===== src/rtl/hash_csr_pkg.sv =====
package hash_csr_pkg;

  typedef enum logic [2:0] {
    ALG_MD5    = 3'd0,
    ALG_SHA1   = 3'd1,
    ALG_SHA224 = 3'd2,
    ALG_SHA256 = 3'd3,
    ALG_SHA384 = 3'd4,
    ALG_SHA512 = 3'd5
  } hash_alg_e;

  localparam int NUM_STORE = 6;
  localparam int IDX_CRYPT = 0;
  localparam int IDX_SRC   = 1;
  localparam int IDX_DST   = 2;
  localparam int IDX_KEY   = 3;
  localparam int IDX_LEN   = 4;
  localparam int IDX_CMD   = 5;

  localparam logic [11:0] OFF_STATUS = 12'h01C;
  localparam logic [11:0] OFF_CMD    = 12'h030;

  localparam logic [11:0] STORE_OFF [NUM_STORE] = '{
    12'h010, 12'h020, 12'h024, 12'h028, 12'h02C, 12'h030
  };
  localparam logic [31:0] STORE_MASK [NUM_STORE] = '{
    32'hFFFF_FFFF, 32'h7FFF_FFFF, 32'h7FFF_FFF8,
    32'h7FFF_FFF8, 32'h0FFF_FFFF, 32'h0014_7FFF
  };

  localparam int DONE_BIT = 9;
  localparam int IEN_BIT  = 9;
  localparam int SG_BIT   = 18;
  localparam logic [1:0] MODE_ACCUM = 2'b10;

endpackage


===== src/rtl/hash_cmd_decode.sv =====
module hash_cmd_decode
  import hash_csr_pkg::*;
(
  input  logic [2:0] prim_f,
  input  logic [2:0] sub_f,
  input  logic [1:0] mode_f,
  output logic       valid,
  output hash_alg_e  alg,
  output logic       acc
);

  always_comb begin
    valid = 1'b0;
    alg   = ALG_MD5;
    case (prim_f)
      3'b000: begin valid = (sub_f == 3'b000); alg = ALG_MD5;    end
      3'b010: begin valid = (sub_f == 3'b000); alg = ALG_SHA1;   end
      3'b100: begin valid = (sub_f == 3'b000); alg = ALG_SHA224; end
      3'b101: begin valid = (sub_f == 3'b000); alg = ALG_SHA256; end
      3'b110: begin
        case (sub_f)
          3'b000:  begin valid = 1'b1; alg = ALG_SHA512; end
          3'b001:  begin valid = 1'b1; alg = ALG_SHA384; end
          3'b010:  begin valid = 1'b1; alg = ALG_SHA256; end
          default: begin valid = 1'b0; alg = ALG_MD5;    end
        endcase
      end
      default: begin valid = 1'b0; alg = ALG_MD5; end
    endcase
  end

  assign acc = (mode_f == MODE_ACCUM);

endmodule


===== src/rtl/hash_csr_regs.sv =====
module hash_csr_regs
  import hash_csr_pkg::*;
#(
  parameter int ADDR_W = 12,
  parameter int DATA_W = 32
) (
  input  logic                             clk,
  input  logic                             rst,
  input  logic                             wr_en,
  input  logic                             rd_en,
  input  logic [ADDR_W-1:0]                addr,
  input  logic [DATA_W-1:0]                wdata,
  input  logic                             stat_done,
  output logic [DATA_W-1:0]                rdata,
  output logic [NUM_STORE-1:0][DATA_W-1:0] store_o
);

  logic [NUM_STORE-1:0][DATA_W-1:0] store_q;
  logic [DATA_W-1:0]                rd_mux;

  for (genvar i = 0; i < NUM_STORE; i++) begin : g_store
    always_ff @(posedge clk) begin
      if (rst) begin
        store_q[i] <= '0;
      end else if (wr_en && addr == ADDR_W'(STORE_OFF[i])) begin
        store_q[i] <= wdata & DATA_W'(STORE_MASK[i]);
      end
    end
  end

  always_comb begin
    rd_mux = '0;
    for (int i = 0; i < NUM_STORE; i++) begin
      if (addr == ADDR_W'(STORE_OFF[i])) rd_mux = store_q[i];
    end
    if (addr == ADDR_W'(OFF_STATUS)) rd_mux[DONE_BIT] = stat_done;
  end

  always_ff @(posedge clk) begin
    if (rst)        rdata <= '0;
    else if (rd_en) rdata <= rd_mux;
  end

  assign store_o = store_q;

endmodule


===== src/rtl/hash_csr_ctrl.sv =====
module hash_csr_ctrl
  import hash_csr_pkg::*;
(
  input  logic      clk,
  input  logic      rst,
  input  logic      cmd_wr,
  input  logic      cmd_valid,
  input  hash_alg_e cmd_alg,
  input  logic      cmd_sg,
  input  logic      cmd_acc,
  input  logic      cmd_ien,
  input  logic      stat_wr,
  input  logic      stat_clr,
  input  logic      done_i,
  output logic      start_o,
  output logic [2:0] alg_o,
  output logic      sg_o,
  output logic      acc_o,
  output logic      busy_o,
  output logic      stat_done_o,
  output logic      irq_o
);

  logic go;
  logic fin;
  logic clr;
  logic ien_q;

  assign go  = cmd_wr && cmd_valid && !busy_o;
  assign fin = done_i && busy_o;
  assign clr = stat_wr && stat_clr;

  always_ff @(posedge clk) begin
    if (rst) begin
      start_o     <= 1'b0;
      alg_o       <= '0;
      sg_o        <= 1'b0;
      acc_o       <= 1'b0;
      ien_q       <= 1'b0;
      busy_o      <= 1'b0;
      stat_done_o <= 1'b0;
      irq_o       <= 1'b0;
    end else begin
      start_o <= go;
      if (go) begin
        alg_o <= cmd_alg;
        sg_o  <= cmd_sg;
        acc_o <= cmd_acc;
        ien_q <= cmd_ien;
      end
      if (go)       busy_o <= 1'b1;
      else if (fin) busy_o <= 1'b0;
      // completion wins over a simultaneous clear
      if (fin)      stat_done_o <= 1'b1;
      else if (clr) stat_done_o <= 1'b0;
      if (fin && ien_q) irq_o <= 1'b1;
      else if (clr)     irq_o <= 1'b0;
    end
  end

endmodule


===== src/rtl/hash_csr.sv =====
module hash_csr
  import hash_csr_pkg::*;
#(
  parameter int ADDR_W = 12
) (
  input  logic              clk,
  input  logic              rst,
  input  logic              wr_en,
  input  logic              rd_en,
  input  logic [ADDR_W-1:0] addr,
  input  logic [31:0]       wdata,
  output logic [31:0]       rdata,
  input  logic              done_i,
  output logic              start_o,
  output logic [2:0]        alg_o,
  output logic              sg_o,
  output logic              acc_o,
  output logic              busy_o,
  output logic              irq_o,
  output logic [31:0]       src_addr_o,
  output logic [31:0]       dst_addr_o,
  output logic [31:0]       key_addr_o,
  output logic [31:0]       src_len_o
);

  logic [NUM_STORE-1:0][31:0] store;
  logic      stat_done;
  logic      dec_valid;
  hash_alg_e dec_alg;
  logic      dec_acc;
  logic      cmd_wr;
  logic      stat_wr;

  assign cmd_wr  = wr_en && addr == ADDR_W'(OFF_CMD);
  assign stat_wr = wr_en && addr == ADDR_W'(OFF_STATUS);

  hash_csr_regs #(.ADDR_W(ADDR_W), .DATA_W(32)) u_regs (
    .clk       (clk),
    .rst       (rst),
    .wr_en     (wr_en),
    .rd_en     (rd_en),
    .addr      (addr),
    .wdata     (wdata),
    .stat_done (stat_done),
    .rdata     (rdata),
    .store_o   (store)
  );

  hash_cmd_decode u_dec (
    .prim_f (wdata[6:4]),
    .sub_f  (wdata[12:10]),
    .mode_f (wdata[8:7]),
    .valid  (dec_valid),
    .alg    (dec_alg),
    .acc    (dec_acc)
  );

  hash_csr_ctrl u_ctrl (
    .clk         (clk),
    .rst         (rst),
    .cmd_wr      (cmd_wr),
    .cmd_valid   (dec_valid),
    .cmd_alg     (dec_alg),
    .cmd_sg      (wdata[SG_BIT]),
    .cmd_acc     (dec_acc),
    .cmd_ien     (wdata[IEN_BIT]),
    .stat_wr     (stat_wr),
    .stat_clr    (wdata[DONE_BIT]),
    .done_i      (done_i),
    .start_o     (start_o),
    .alg_o       (alg_o),
    .sg_o        (sg_o),
    .acc_o       (acc_o),
    .busy_o      (busy_o),
    .stat_done_o (stat_done),
    .irq_o       (irq_o)
  );

  assign src_addr_o = store[IDX_SRC];
  assign dst_addr_o = store[IDX_DST];
  assign key_addr_o = store[IDX_KEY];
  assign src_len_o  = store[IDX_LEN];

endmodule


===== config.mk =====
export PLATFORM = sky130hd
export DESIGN_NAME = hash_csr
export DESIGN_NICKNAME = d
export VERILOG_FILES = /design/src/rtl/hash_csr_pkg.sv /design/src/rtl/hash_cmd_decode.sv /design/src/rtl/hash_csr_regs.sv /design/src/rtl/hash_csr_ctrl.sv /design/src/rtl/hash_csr.sv
export SDC_FILE = /design/constraint.sdc
export NUM_CORES = 1
export LEC_CHECK = 0
export BUFFER_PORTS_ARGS = -buffer_cell sky130_fd_sc_hd__buf_4
export CAP_MARGIN = 30
export CORE_UTILIZATION = 45
export CTS_BUF_LIST = sky130_fd_sc_hd__clkbuf_4 sky130_fd_sc_hd__clkbuf_8
export CTS_CLUSTER_DIAMETER = 150
export DETAILED_ROUTE_END_ITERATION = 10
export PLACE_DENSITY = 0.66
export RECOVER_POWER = 50
export SLEW_MARGIN = 0
export SYNTH_ARGS = -nofsm -noshare
export SYNTH_HDL_FRONTEND = slang
export SYNTH_SLANG_ARGS = --single-unit

===== constraint.sdc =====
create_clock -name clk -period 1.95 [get_ports clk]
set_input_delay 0.0975 -clock clk [delete_from_list [all_inputs] [get_ports clk]]
set_output_delay 0.0975 -clock clk [all_outputs]
set_load 0.05 [all_outputs]

Word level (Yosys, flattened, before mapping)
Index checks and enable logic that the tools add are counted.

Register bits: 206. Bits in latches: 0. Memory bits (writable): 0. ROM bits: 0. Input bits: 49. Output and inout port bits: 168. Logic and storage cells: 65. Memories: 0.

$add $sub $neg: 0. Multiply operators: 0. Divide/modulo/power cells: 0. $lt $le $gt $ge: 0. Eq/ne operators: 14. Shift operators: 0. Mux-type cells: 16. Bitwise gates (word level): 0. Reductions and logical operators: 20.

Operators with widths (number): 32-bit 2-to-1 mux (6); 12-bit by 6-bit equality test with 1-bit output, second input constant (5); 12-bit by 5-bit equality test with 1-bit output, second input constant (2); 1-bit logical AND (12); 3-bit case mux with 4 select lines (1); 3-bit equality test, second input constant (3); 3-bit case mux with 3 select lines (1); 1-bit 2-to-1 mux (7); 3-bit by 2-bit equality test with 1-bit output, second input constant (2); 3-bit logical NOT (2); 2-bit nonzero test (3); 4-bit OR reduction (1); 3-bit by 1-bit equality test with 1-bit output, second input constant (1); 3-bit OR reduction (1); 2-bit equality test, second input constant (1); 1-bit case mux with 2 select lines (1); 1-bit logical NOT (1).

Depth between registers and ports, before layout
Gate-level depths: netlist (run 1).

Word-level depth: 8. Mapped depth: 8. Gate-level depth less buffers: 5.

By module
Synthesis (run 1) repeated with hierarchy kept, for this count alone.

Cell total of the unflattened synthesis: 1150. Area, all modules: 9027.4 µm².

By module, submodules not included: hash_csr_regs (instances 1, cells an instance 1087, area an instance 8455.6 µm², seq. area each 3923.8 µm²); hash_csr_ctrl (instances 1, cells an instance 41, area an instance 421.7 µm², seq. area each 200.2 µm²); hash_cmd_decode (instances 1, cells an instance 16, area an instance 91.3 µm², seq. area each 0.0 µm²); hash_csr (instances 1, cells an instance 6, area an instance 58.8 µm², seq. area each 0.0 µm²).

Worst setup path after synthesis (run 1)
Ideal clock, no wire load.

Kind: register -> register. Start point: register u_ctrl.busy_o. End point: register u_ctrl.alg_o[2]. Library setup time: 0.070 ns. Data arrival time: 1.989 ns. Required time: 1.880 ns. Slack: -0.109 ns. Stages on the path, launching flop included: 6. Path buffers: 1. Clock period less this slack: 2.059 ns. Cell sequence: dfxtp_1 > or2_2 > a2111o_1 > buf_6 > or4b_1 > a21oi_1.

Longest elaborated chain between the ends: 2.

RTL lines: start: declaration (line hash_csr_ctrl.sv:19) `output logic busy_o,`; start signal: assignment (line hash_csr_ctrl.sv:40) `busy_o <= 1'b0;`; start signal: assignment (line hash_csr_ctrl.sv:51) `if (go) busy_o <= 1'b1;`; start signal: assignment (line hash_csr_ctrl.sv:52) `else if (fin) busy_o <= 1'b0;`; 1-bit logical NOT (line hash_csr_ctrl.sv:29) `assign go = cmd_wr && cmd_valid && !busy_o;`; 1-bit logical AND (line hash_csr_ctrl.sv:29); end signal: assignment (line hash_csr_ctrl.sv:46) `alg_o <= cmd_alg;`; end: declaration (line hash_csr_ctrl.sv:16) `output logic [2:0] alg_o,`.

Every way passes these cells. A chain may end at the register's enable or synchronous reset.

Final worst setup path (run 1)
Start point: input wdata[11]. End point: register u_ctrl.alg_o[2].

Longest elaborated chain between the ends: 6. Elaborated cells on any way between the ends: 10. Those cells by class: eq/ne (2); mux (4); reduce/logical (4).

RTL lines: start: declaration (line hash_csr.sv:11) `input logic [31:0] wdata,`; 3-bit by 1-bit equality test with 1-bit output, or another cell as far along (line hash_cmd_decode.sv:21) `case (sub_f)`; 3-bit OR reduction (no line); 1-bit 2-to-1 mux (line hash_cmd_decode.sv:21); 1-bit case mux with 2 select lines (line hash_cmd_decode.sv:15) `case (prim_f)`; 1-bit logical AND (2 in series) (line hash_csr_ctrl.sv:29).

Parallel ways exist; a longest one is shown, timed or not.

==> results.json, run 1 <==
{
  "status": "finished clean",
  "critPathCaptureType": "flip-flop",
  "track_usage": 0.282,
  "grt_pass1_wl_um": 48400,
  "crit_chain": "dlygate4sd3_1, buf_4, buf_4, nand2_1, nand4b_1, a2111o_1, or4b_1, a21oi_1",
  "synth_cell_type_count": 60,
  "ff_latch_area_sq_um": 4130,
  "min_from": "wdata[5]",
  "grt_pass1_vias": 8591,
  "cts.htree.levels": 2,
  "hold_end": "u_regs.store_o[133]$_SDFFE_PP0P_",
  "clk_pin_slew_ns": 0.06,
  "grt_max_degree": 136,
  "p_clk_frac": 0.457,
  "worstSetupPathType": "in2reg",
  "yosysTopAreaCell": "dfxtp_1",
  "max_freq_mhz": 526,
  "period_share": 0.974,
  "hold_slack_ns": 0.0411,
  "crit_required_ns": 2.40,
  "gr-usage-met3": 0.0384,
  "rows": 53,
  "p_sw_uw": 2180,
  "syn_area_per_cell_sq_um": 7.61,
  "vias": 9446,
  "combPwrFrac": 0.074,
  "reg2reg_depth": 4,
  "vias_per_cell": 5.54,
  "dp_hpwl_um": 21000,
  "routabilityCongestion": 0.873,
  "met2_usage": 0.457,
  "tritoncts": "yes",
  "syn_area_sq_um": 9790,
  "synth_common_cells": "nand2_1, dfxtp_1, a21oi_1",
  "power_density_nw_per_um2": 783,
  "final_antenna_net_count": 0,
  "ios": 217,
  "drcViolationCount": 0,
  "clockRootBuffer": "clkbuf_8",
  "r2r_slack_ns": 0.12,
  "hold_class": "in2reg",
  "slowest_stage": "dlygate4sd3_1",
  "min_path_cells": 4,
  "drive_gt1_frac": 0.131,
  "synth_top_area_share": 0.421,
  "hold_viol_final": 0,
  "crit_fanout": 5,
  "r2r-end": "u_ctrl.alg_o[2]$_SDFFE_PP0P_",
  "synthArstFlopShare": 0,
  "cts_buffers": 36,
  "critical_path.top_delay_family": "buffers and inverters",
  "synthTopCellsByArea": "dfxtp_1, nand2_1, buf_4, a21oi_1, clkbuf_1",
  "drv_cap": 0,
  "p_seq_frac": 0.469,
  "synth_edf_count": 0,
  "cp-startpoint": "wdata[11]",
  "die-area_sq_um": 22300,
  "filler_cell_count": 2117,
  "ir_drop_uv": 472,
  "wire_per_inst_um": 18.8,
  "startpoint_type": "input pin",
  "skew_ns": 0.0138,
  "drtIter0Drc": 739,
  "fin_tns_setup_ns": 0,
  "use_met1": 0.380,
  "worst_slew_pin_slew_ns": 0.748,
  "antenna_found_initial": 0,
  "yosysSeqAreaShare": 0.421,
  "finalPower_uw": 9010,
  "routed_wl_um": 32000,
  "swShare": 0.242,
  "firstDrtPassIters": 5,
  "start_util": 0.463,
  "synthCells": 1286,
  "setup_viol": 0,
  "clock-sinks": 206,
  "grt_busiest_layer": "met2",
  "multi_input_area_sq_um": 4360,
  "syn2layout_area_growth_pct": 17.5,
  "layout_min_cycle_time_ns": 1.90,
  "diodes": 0,
  "critPathBufInv": 3,
  "post-place-cells": 1605,
  "fp.dieH_um": 149,
  "max_slew_margin": 0.503,
  "critPathArrivalTime_ns": 2.35,
  "ys_ff_latch": 206,
  "critPathMaxStageDelay_ns": 0.54,
  "clock_latency_ns": 0.52,
  "fin_util": 0.544,
  "ctsLongestPathBuffers": 3,
  "fin_nets": 1455,
  "crit_top_cell": "buf_4",
  "r2r-start": "u_ctrl.busy_o$_SDFFE_PP0P_",
  "leakagePower_uw": 0.00402,
  "synthMostInstantiatedCell": "nand2_1",
  "core-area_sq_um": 21200,
  "portBuffers": 203,
  "instances_no_fill": 1705,
  "rsz0062_at_grt": "no",
  "dieWidth_um": 149,
  "p_int_uw": 6820,
  "ys_warn_count": 0,
  "synthFlopType": "dfxtp_1",
  "gr-total-overflow": 0,
  "drv_slew": 0
}
repair_timing:
action / in CTS / in global routing
setup buffers: 0 / 2
hold buffers: 36 / 0
hold endpoints to repair: 164 / 0
endpoints found under the setup margin: 0 / 5
gates resized for setup: 0 / 4
power groups by stage:
stage	clock [uW]	combinational (uW)	sequential, uW
final	4110	668	4220
after global routing	4370	705	4220
after CTS	4170	662	4220
after detailed placement	0	603	4320
after global placement	0	601	4320
after floorplan	0	323	4340
logic make-up after synthesis:
| group | count (synthesis) | share of synthesized area |
|---|---|---|
| compound gates | 347 | 0.216 |
| other cells | 1 | 0.000383 |
| mux | 6 | 0.00627 |
| flops | 206 | 0.421 |
| buf+inv | 233 | 0.143 |
| simple gates | 493 | 0.213 |
flip-flops by register name, summed over array words and instances, names as in the netlist:
register,cells
u_ctrl.busy_o,1
u_ctrl.alg_o,3
u_ctrl.stat_done_o,1
u_ctrl.sg_o,1
u_regs.store_o,164
u_ctrl.irq_o,1
u_ctrl.start_o,1
u_regs.rdata,32
u_ctrl.ien_q,1
u_ctrl.acc_o,1
area by class of cell:
type	instances	share of cell area
repair buffers	298	0.165
multi-input cells	859	0.379
clock inverters	2	0.00120
well taps	275	0.0299
inverters	5	0.00163
flip-flops and latches	206	0.359
clock buffers	60	0.0642
how the worst max path moves through the flow:
stage / end / slack (ns) / cells after the start
after floorplan: u_ctrl.alg_o[2]$_SDFFE_PP0P_ / 0.02 / 5
after global placement: u_ctrl.alg_o[2]$_SDFFE_PP0P_ / 0.07 / 6
after detailed placement: u_ctrl.alg_o[2]$_SDFFE_PP0P_ / 0.03 / 6
after CTS: u_ctrl.alg_o[2]$_SDFFE_PP0P_ / 0.04 / 7
after global routing: u_ctrl.alg_o[2]$_SDFFE_PP0P_ / 0.005 / 8
final: u_ctrl.alg_o[2]$_SDFFE_PP0P_ / 0.05 / 8
per-layer routing:
metal	vias up	share of wire
met3	65	0.076
li1	4469	-
met5	-	0
met1	4452	0.43
met4	0	0.029
met2	460	0.46
tightest hold or removal path, stage by stage:
cell and delay [ns]:
buf_4 0.12, buf_4 0.18, nand2_1 0.07, a21oi_1 0.05
layout by cell type (no fill, tap or decap), types with 13 or more instances in the layout:
cell / instances
buf_4: 87
clkbuf_4: 16
o22ai_1: 22
dlygate4sd3_1: 36
clkbuf_8: 46
o21ai_0: 34
conb_1: 13
and2_1: 14
nand2_1: 367
clkbuf_1: 158
buf_12: 13
dfxtp_1: 205
nor2_1: 59
a21oi_1: 183
o31ai_1: 13
a22oi_1: 17
per-stage QoR:
step / instance area, sq um / setup WS, ns
after floorplan: 9830 / 0.0167
after global placement: 10900 / 0.0671
after detailed placement: 10900 / 0.0343
after CTS: 12100 / 0.0356
after global routing: 11500 / 0.00484
final: 11500 / 0.0500
Note: power is estimated with default switching activity, not from simulation.
==> inputs of run 2 (changes only) <==
--- a/config.mk
+++ b/config.mk
@@ -7,11 +7,11 @@
 export LEC_CHECK = 0
 export BUFFER_PORTS_ARGS = -buffer_cell sky130_fd_sc_hd__buf_4
 export CAP_MARGIN = 30
-export CORE_UTILIZATION = 45
+export CORE_UTILIZATION = 56
 export CTS_BUF_LIST = sky130_fd_sc_hd__clkbuf_4 sky130_fd_sc_hd__clkbuf_8
 export CTS_CLUSTER_DIAMETER = 150
 export DETAILED_ROUTE_END_ITERATION = 10
-export PLACE_DENSITY = 0.66
+export PLACE_DENSITY = 0.82
 export RECOVER_POWER = 50
 export SLEW_MARGIN = 0
 export SYNTH_ARGS = -nofsm -noshare
==> run 2 against run 1 <==
Die area fell by 19%; critical path depth fell by 1; global-route usage rose by 6.3 points; combinational power fell by 1%; hold slack got worse by 0.014 ns; via count rose by 3.2%; first-iteration DRC count rose by 34%; count of clock-buffer cells in the layout did not move; critical path type unchanged.
==> results.json, run 2 (synthesized netlist as in run 1, its figures left out) <==
{
  "status": "finished clean",
  "skew_ns": 0.0261,
  "stdcell_area_sq_um": 11500,
  "fin_nets": 1460,
  "final_common_cell": "nand2_1",
  "hold_slack_ns": 0.0273,
  "routabilityCongestion": 0.962,
  "gr-total-overflow": 0,
  "drcViolationCount": 0,
  "setup_viol": 0,
  "cts.htree.levels": 2,
  "drtIter0Drc": 993,
  "final_cell_mix": "nand2_1, dfxtp_1, a21oi_1",
  "clock_latency_ns": 0.52,
  "r2r_slack_ns": 0.09,
  "final_antenna_net_count": 0,
  "grt_max_degree": 116,
  "post_cts_buffers": 0,
  "drv_cap": 0,
  "ctsLongestPathBuffers": 3,
  "crit_required_ns": 2.40,
  "worst_slew_pin_slew_ns": 0.810,
  "hold_viol_final": 0,
  "clk_pin_slew_ns": 0.06,
  "critPathArrivalTime_ns": 2.36,
  "critPathCaptureType": "flip-flop",
  "vias_per_cell": 5.89,
  "dieWidth_um": 134,
  "rsz0062_at_grt": "no",
  "clock-sinks": 206,
  "diodes": 0,
  "firstDrtPassIters": 8,
  "layout_min_cycle_time_ns": 1.90,
  "fin_util": 0.684,
  "grt_pass1_vias": 9136,
  "track_usage": 0.345,
  "crit_fanout": 7,
  "fp.dieH_um": 134,
  "leakagePower_uw": 0.00408,
  "period_share": 0.975,
  "rows": 47,
  "worstSetupPathType": "in2reg",
  "ir_drop_uv": 591,
  "wire_per_inst_um": 19.0,
  "startpoint_type": "input pin",
  "ios": 217,
  "antenna_found_initial": 0,
  "clockRootBuffer": "clkbuf_8",
  "drive_gt1_frac": 0.130,
  "syn2layout_area_growth_pct": 17.5,
  "start_util": 0.582,
  "vias": 9752,
  "hold_class": "in2reg",
  "largest_register_ffs": 164,
  "grt_pass1_wl_um": 48500,
  "tritoncts": "yes",
  "max_slew_margin": 0.458,
  "post_dp_cell_area_sq_um": 10900,
  "dp_hpwl_um": 20800,
  "max_freq_mhz": 526,
  "die-area_sq_um": 18000,
  "core-area_sq_um": 16800,
  "power_density_nw_per_um2": 797,
  "cts_buffers": 36,
  "routed_wl_um": 31400,
  "portBuffers": 203,
  "drv_slew": 0
}
## run 2: layer usage
| layer | GRT usage | up-vias | part of all wire |
|---|---|---|---|
| met5 | 0 | - | 0 |
| met4 | 0.185 | 0 | 0.043 |
| met3 | 0.0469 | 103 | 0.10 |
| met2 | 0.554 | 650 | 0.47 |
| met1 | 0.450 | 4524 | 0.39 |
| li1 | - | 4475 | - |
## run 2: worst paths after layout
path                                                        from                                to  depth (start not counted)
worst max-delay path                                   wdata[11]      u_ctrl.alg_o[2]$_SDFFE_PP0P_                          7
worst min-delay path                                    wdata[5]   u_regs.store_o[37]$_SDFFE_PP0P_                          4
worst max register to register        u_ctrl.busy_o$_SDFFE_PP0P_      u_ctrl.alg_o[2]$_SDFFE_PP0P_                          4
worst min register to register  u_regs.store_o[173]$_SDFFE_PP0P_  u_regs.store_o[173]$_SDFFE_PP0P_                          2
## run 2: cell type report
class	count	area, sq um
fillers	1539	5320
multi-input cells	859	4350
flip-flops and latches	206	4130
repair buffers	303	1940
clock buffers	60	751
well taps	220	275
clock inverters	2	38.8
inverters	5	18.8
## run 2: critical path: stages
cell	delay (ns)
dlygate4sd3_1	0.53
buf_4	0.16
nor4b_1	0.29
nor2_1	0.14
a2111o_1	0.44
or4b_1	0.53
a21oi_1	0.17
## run 2: where the power goes
group | switching [uW] | leakage, uW | internal [uW]
Sequential | 6.33 | 0.00166 | 4220
Combinational | 433 | 0.00200 | 226
Clock | 1730 | 0.000419 | 2550
Total | 2170 | 0.00408 | 6990
## run 2: per-stage QoR
| stage | setup TNS (ns) | std cells | worst slack (ns) | power [uW] |
|---|---|---|---|---|
| after CTS | 0 | 1655 | 0.0397 | 9160 |
| after floorplan | 0 | 1298 | 0.0167 | 4660 |
| after global placement | 0 | 1553 | 0.0151 | 4900 |
| final | 0 | 1655 | 0.0483 | 9170 |
| after detailed placement | -0.00326 | 1553 | -0.00326 | 4900 |
| after global routing | 0 | 1655 | 0.00818 | 9400 |
## run 2: what timing repair did
action,4_1_cts,5_1_grt
resized for setup,0,2
endpoints found under the setup margin,0,2
hold endpoints to repair,154,0
hold buffers,40,0
==> inputs of run 3 (changes only) <==
--- a/config.mk
+++ b/config.mk
@@ -5,13 +5,13 @@
 export SDC_FILE = /design/constraint.sdc
 export NUM_CORES = 1
 export LEC_CHECK = 0
+export ABC_CLOCK_PERIOD_IN_PS = 1950
 export BUFFER_PORTS_ARGS = -buffer_cell sky130_fd_sc_hd__buf_4
 export CAP_MARGIN = 30
-export CORE_UTILIZATION = 56
-export CTS_BUF_LIST = sky130_fd_sc_hd__clkbuf_4 sky130_fd_sc_hd__clkbuf_8
+export CORE_UTILIZATION = 55
 export CTS_CLUSTER_DIAMETER = 150
 export DETAILED_ROUTE_END_ITERATION = 10
-export PLACE_DENSITY = 0.82
+export PLACE_DENSITY = 0.81
 export RECOVER_POWER = 50
 export SLEW_MARGIN = 0
 export SYNTH_ARGS = -nofsm -noshare
==> run 3 against run 2 <==
Flip-flop and latch count unchanged; die area increased by 1.8%; core utilization decreased by 2.9 points; clock skew decreased by 0.020 ns; largest cell class unchanged; highest routed layer unchanged.
==> results.json, run 3 (synthesized netlist as in run 1, its figures left out) <==
{
  "filler_cell_count": 1590,
  "dieWidth_um": 135,
  "portBuffers": 203,
  "critPathBufInv": 3,
  "gr-total-overflow": 0,
  "dr_wl_met2_um": 14500,
  "p_seq_frac": 0.447,
  "wl_met1_um": 11900,
  "clock_latency_ns": 0.50,
  "diodes": 0,
  "routed_wl_um": 30900,
  "vias": 9656,
  "post_cts_buffers": 0,
  "drtIter0Drc": 959,
  "p_clk_frac": 0.485,
  "critPathCaptureType": "flip-flop",
  "r2r-end": "u_ctrl.alg_o[2]$_SDFFE_PP0P_",
  "routabilityCongestion": 0.924,
  "worstSetupPathType": "in2reg",
  "topRoutingLayerUsed": "met4",
  "tritoncts": "yes",
  "combPwrFrac": 0.068,
  "final_cell_mix": "nand2_1, dfxtp_1, a21oi_1",
  "p_sw_uw": 2120,
  "max_slew_margin": 0.425,
  "r2r_slack_ns": 0.14,
  "slowest_stage": "dlygate4sd3_1",
  "clock-sinks": 206,
  "die-area_sq_um": 18300,
  "start_util": 0.564,
  "hold_viol_final": 0,
  "layout_min_cycle_time_ns": 1.90,
  "final_antenna_net_count": 0,
  "wire_per_inst_um": 19.0,
  "track_usage": 0.330,
  "rows": 48,
  "vias_per_cell": 5.95,
  "grt_pass1_vias": 8888,
  "clk_pin_slew_ns": 0.06,
  "rsz0062_at_grt": "no",
  "antenna_found_initial": 0,
  "drv_slew": 0,
  "status": "finished clean",
  "core-area_sq_um": 17400,
  "worst_slew_pin_slew_ns": 0.862,
  "crit_top_cell": "buf_4",
  "r2r-start": "u_ctrl.busy_o$_SDFFE_PP0P_",
  "hold_class": "in2reg",
  "firstDrtPassIters": 5,
  "crit_fanout": 7,
  "critPathMaxStageDelay_ns": 0.53,
  "skew_ns": 0.00648,
  "power_density_nw_per_um2": 831,
  "min_path_cells": 4,
  "setup_viol": 0,
  "reg2reg_depth": 4,
  "drv_cap": 0,
  "p_int_uw": 7320,
  "critPathArrivalTime_ns": 2.32,
  "largest_register_ffs": 164,
  "grt_pass1_wl_um": 47300,
  "startpoint_type": "input pin",
  "crit_chain": "dlygate4sd3_1, buf_4, buf_4, nand2_1, nand4b_1, a2111o_1, or4b_4, a21oi_2",
  "ctsLongestPathBuffers": 3,
  "clockRootBuffer": "clkbuf_16",
  "critical_path.top_delay_family": "buffers and inverters",
  "hold_end": "u_regs.store_o[74]$_SDFFE_PP0P_",
  "drcViolationCount": 0,
  "fin_tns_setup_ns": 0,
  "dp_hpwl_um": 20400,
  "crit_required_ns": 2.38,
  "syn2layout_area_growth_pct": 16.1,
  "ir_drop_uv": 606,
  "max_freq_mhz": 527,
  "swShare": 0.225,
  "min_from": "wdata[10]",
  "cts.htree.levels": 1,
  "cts_buffers": 22,
  "met3_length_um": 3110,
  "drive_gt1_frac": 0.113,
  "finalPower_uw": 9440,
  "grt_max_degree": 61,
  "leakagePower_uw": 0.00397,
  "final_common_cell": "nand2_1",
  "fin_nets": 1433,
  "ios": 217,
  "period_share": 0.974,
  "fp.dieH_um": 135
}
## run 3: changes by cell type in the layout (fill, tap and decap cells not counted), sizes merged
cell / before / now
clkbuf: 218 / 188
buf: 105 / 101
inv: 5 / 4
dlygate4sd3: 40 / 32
clkinvlp: 0 / 1
bufinv: 1 / 4
clkinv: 1 / 3
## run 3: routing by layer
| metal | vias up | global-route usage |
|---|---|---|
| met5 | - | 0 |
| met4 | 0 | 0.169 |
| met3 | 115 | 0.0486 |
| li1 | 4410 | - |
| met2 | 627 | 0.536 |
| met1 | 4504 | 0.426 |
## run 3: worst max-delay path by stage
stage	startpoint	to	slack [ns]	cells after the start
6_report	wdata[11]	u_ctrl.alg_o[2]$_SDFFE_PP0P_	0.05	8
2_1_floorplan	u_ctrl.busy_o$_SDFFE_PP0P_	u_ctrl.alg_o[2]$_SDFFE_PP0P_	0.02	5
3_5_place_dp	addr[1]	u_regs.rdata[18]$_SDFFE_PP0P_	0.008	7
4_1_cts	wdata[11]	u_ctrl.alg_o[2]$_SDFFE_PP0P_	0.02	7
3_3_place_gp	addr[1]	u_ctrl.start_o$_SDFF_PP0_	0.05	5
5_1_grt	addr[5]	u_regs.rdata[24]$_SDFFE_PP0P_	0.0003	7
## run 3: final cells by class
cell class                 instances  area, sq um  share of cell area
tap                              225          282              0.0248
timing repair buffer             290         1770               0.156
clock buffer                      31          666              0.0586
multi-input combinational        859         4360               0.384
sequential                       206         4130               0.363
inverter                           5         18.8             0.00165
clock inverter                     7          138              0.0121
## run 3: worst reg2reg max path, delay by kind of cell (launching register included)
kind               cells  cell delay (ns)
and+or+nand+nor        2             0.80
DFF                    1             0.35
AOI/OAI and AO/OA      2             0.60
## run 3: power by group through the flow
stage | registers, uW | clock network [uW] | logic [uW]
floorplan | 4340 | 0 | 323
global placement | 4320 | 0 | 573
detailed placement | 4320 | 0 | 574
CTS | 4220 | 4590 | 631
global route | 4220 | 4770 | 675
finish | 4220 | 4580 | 643
## run 3: stage by stage
stage	instance area [sq um]	std cells	hold WS [ns]	setup slack (ns)	utilization
after floorplan	9830	1298	0.233	0.0167	-
after global placement	10800	1553	0.361	0.0510	0.623
after detailed placement	10800	1553	0.367	0.00802	0.623
after CTS	11900	1623	0.0286	0.0205	0.688
after global routing	11400	1623	0.0535	0.000270	0.654
final	11400	1623	0.0450	0.0515	0.654
## run 3: timing repair
| action | 4_1_cts | 5_1_grt |
|---|---|---|
| endpoints found under the hold margin | 157 | 0 |
| resized for setup | 0 | 4 |
| hold buffers | 32 | 0 |
| endpoints found under the setup margin | 0 | 8 |
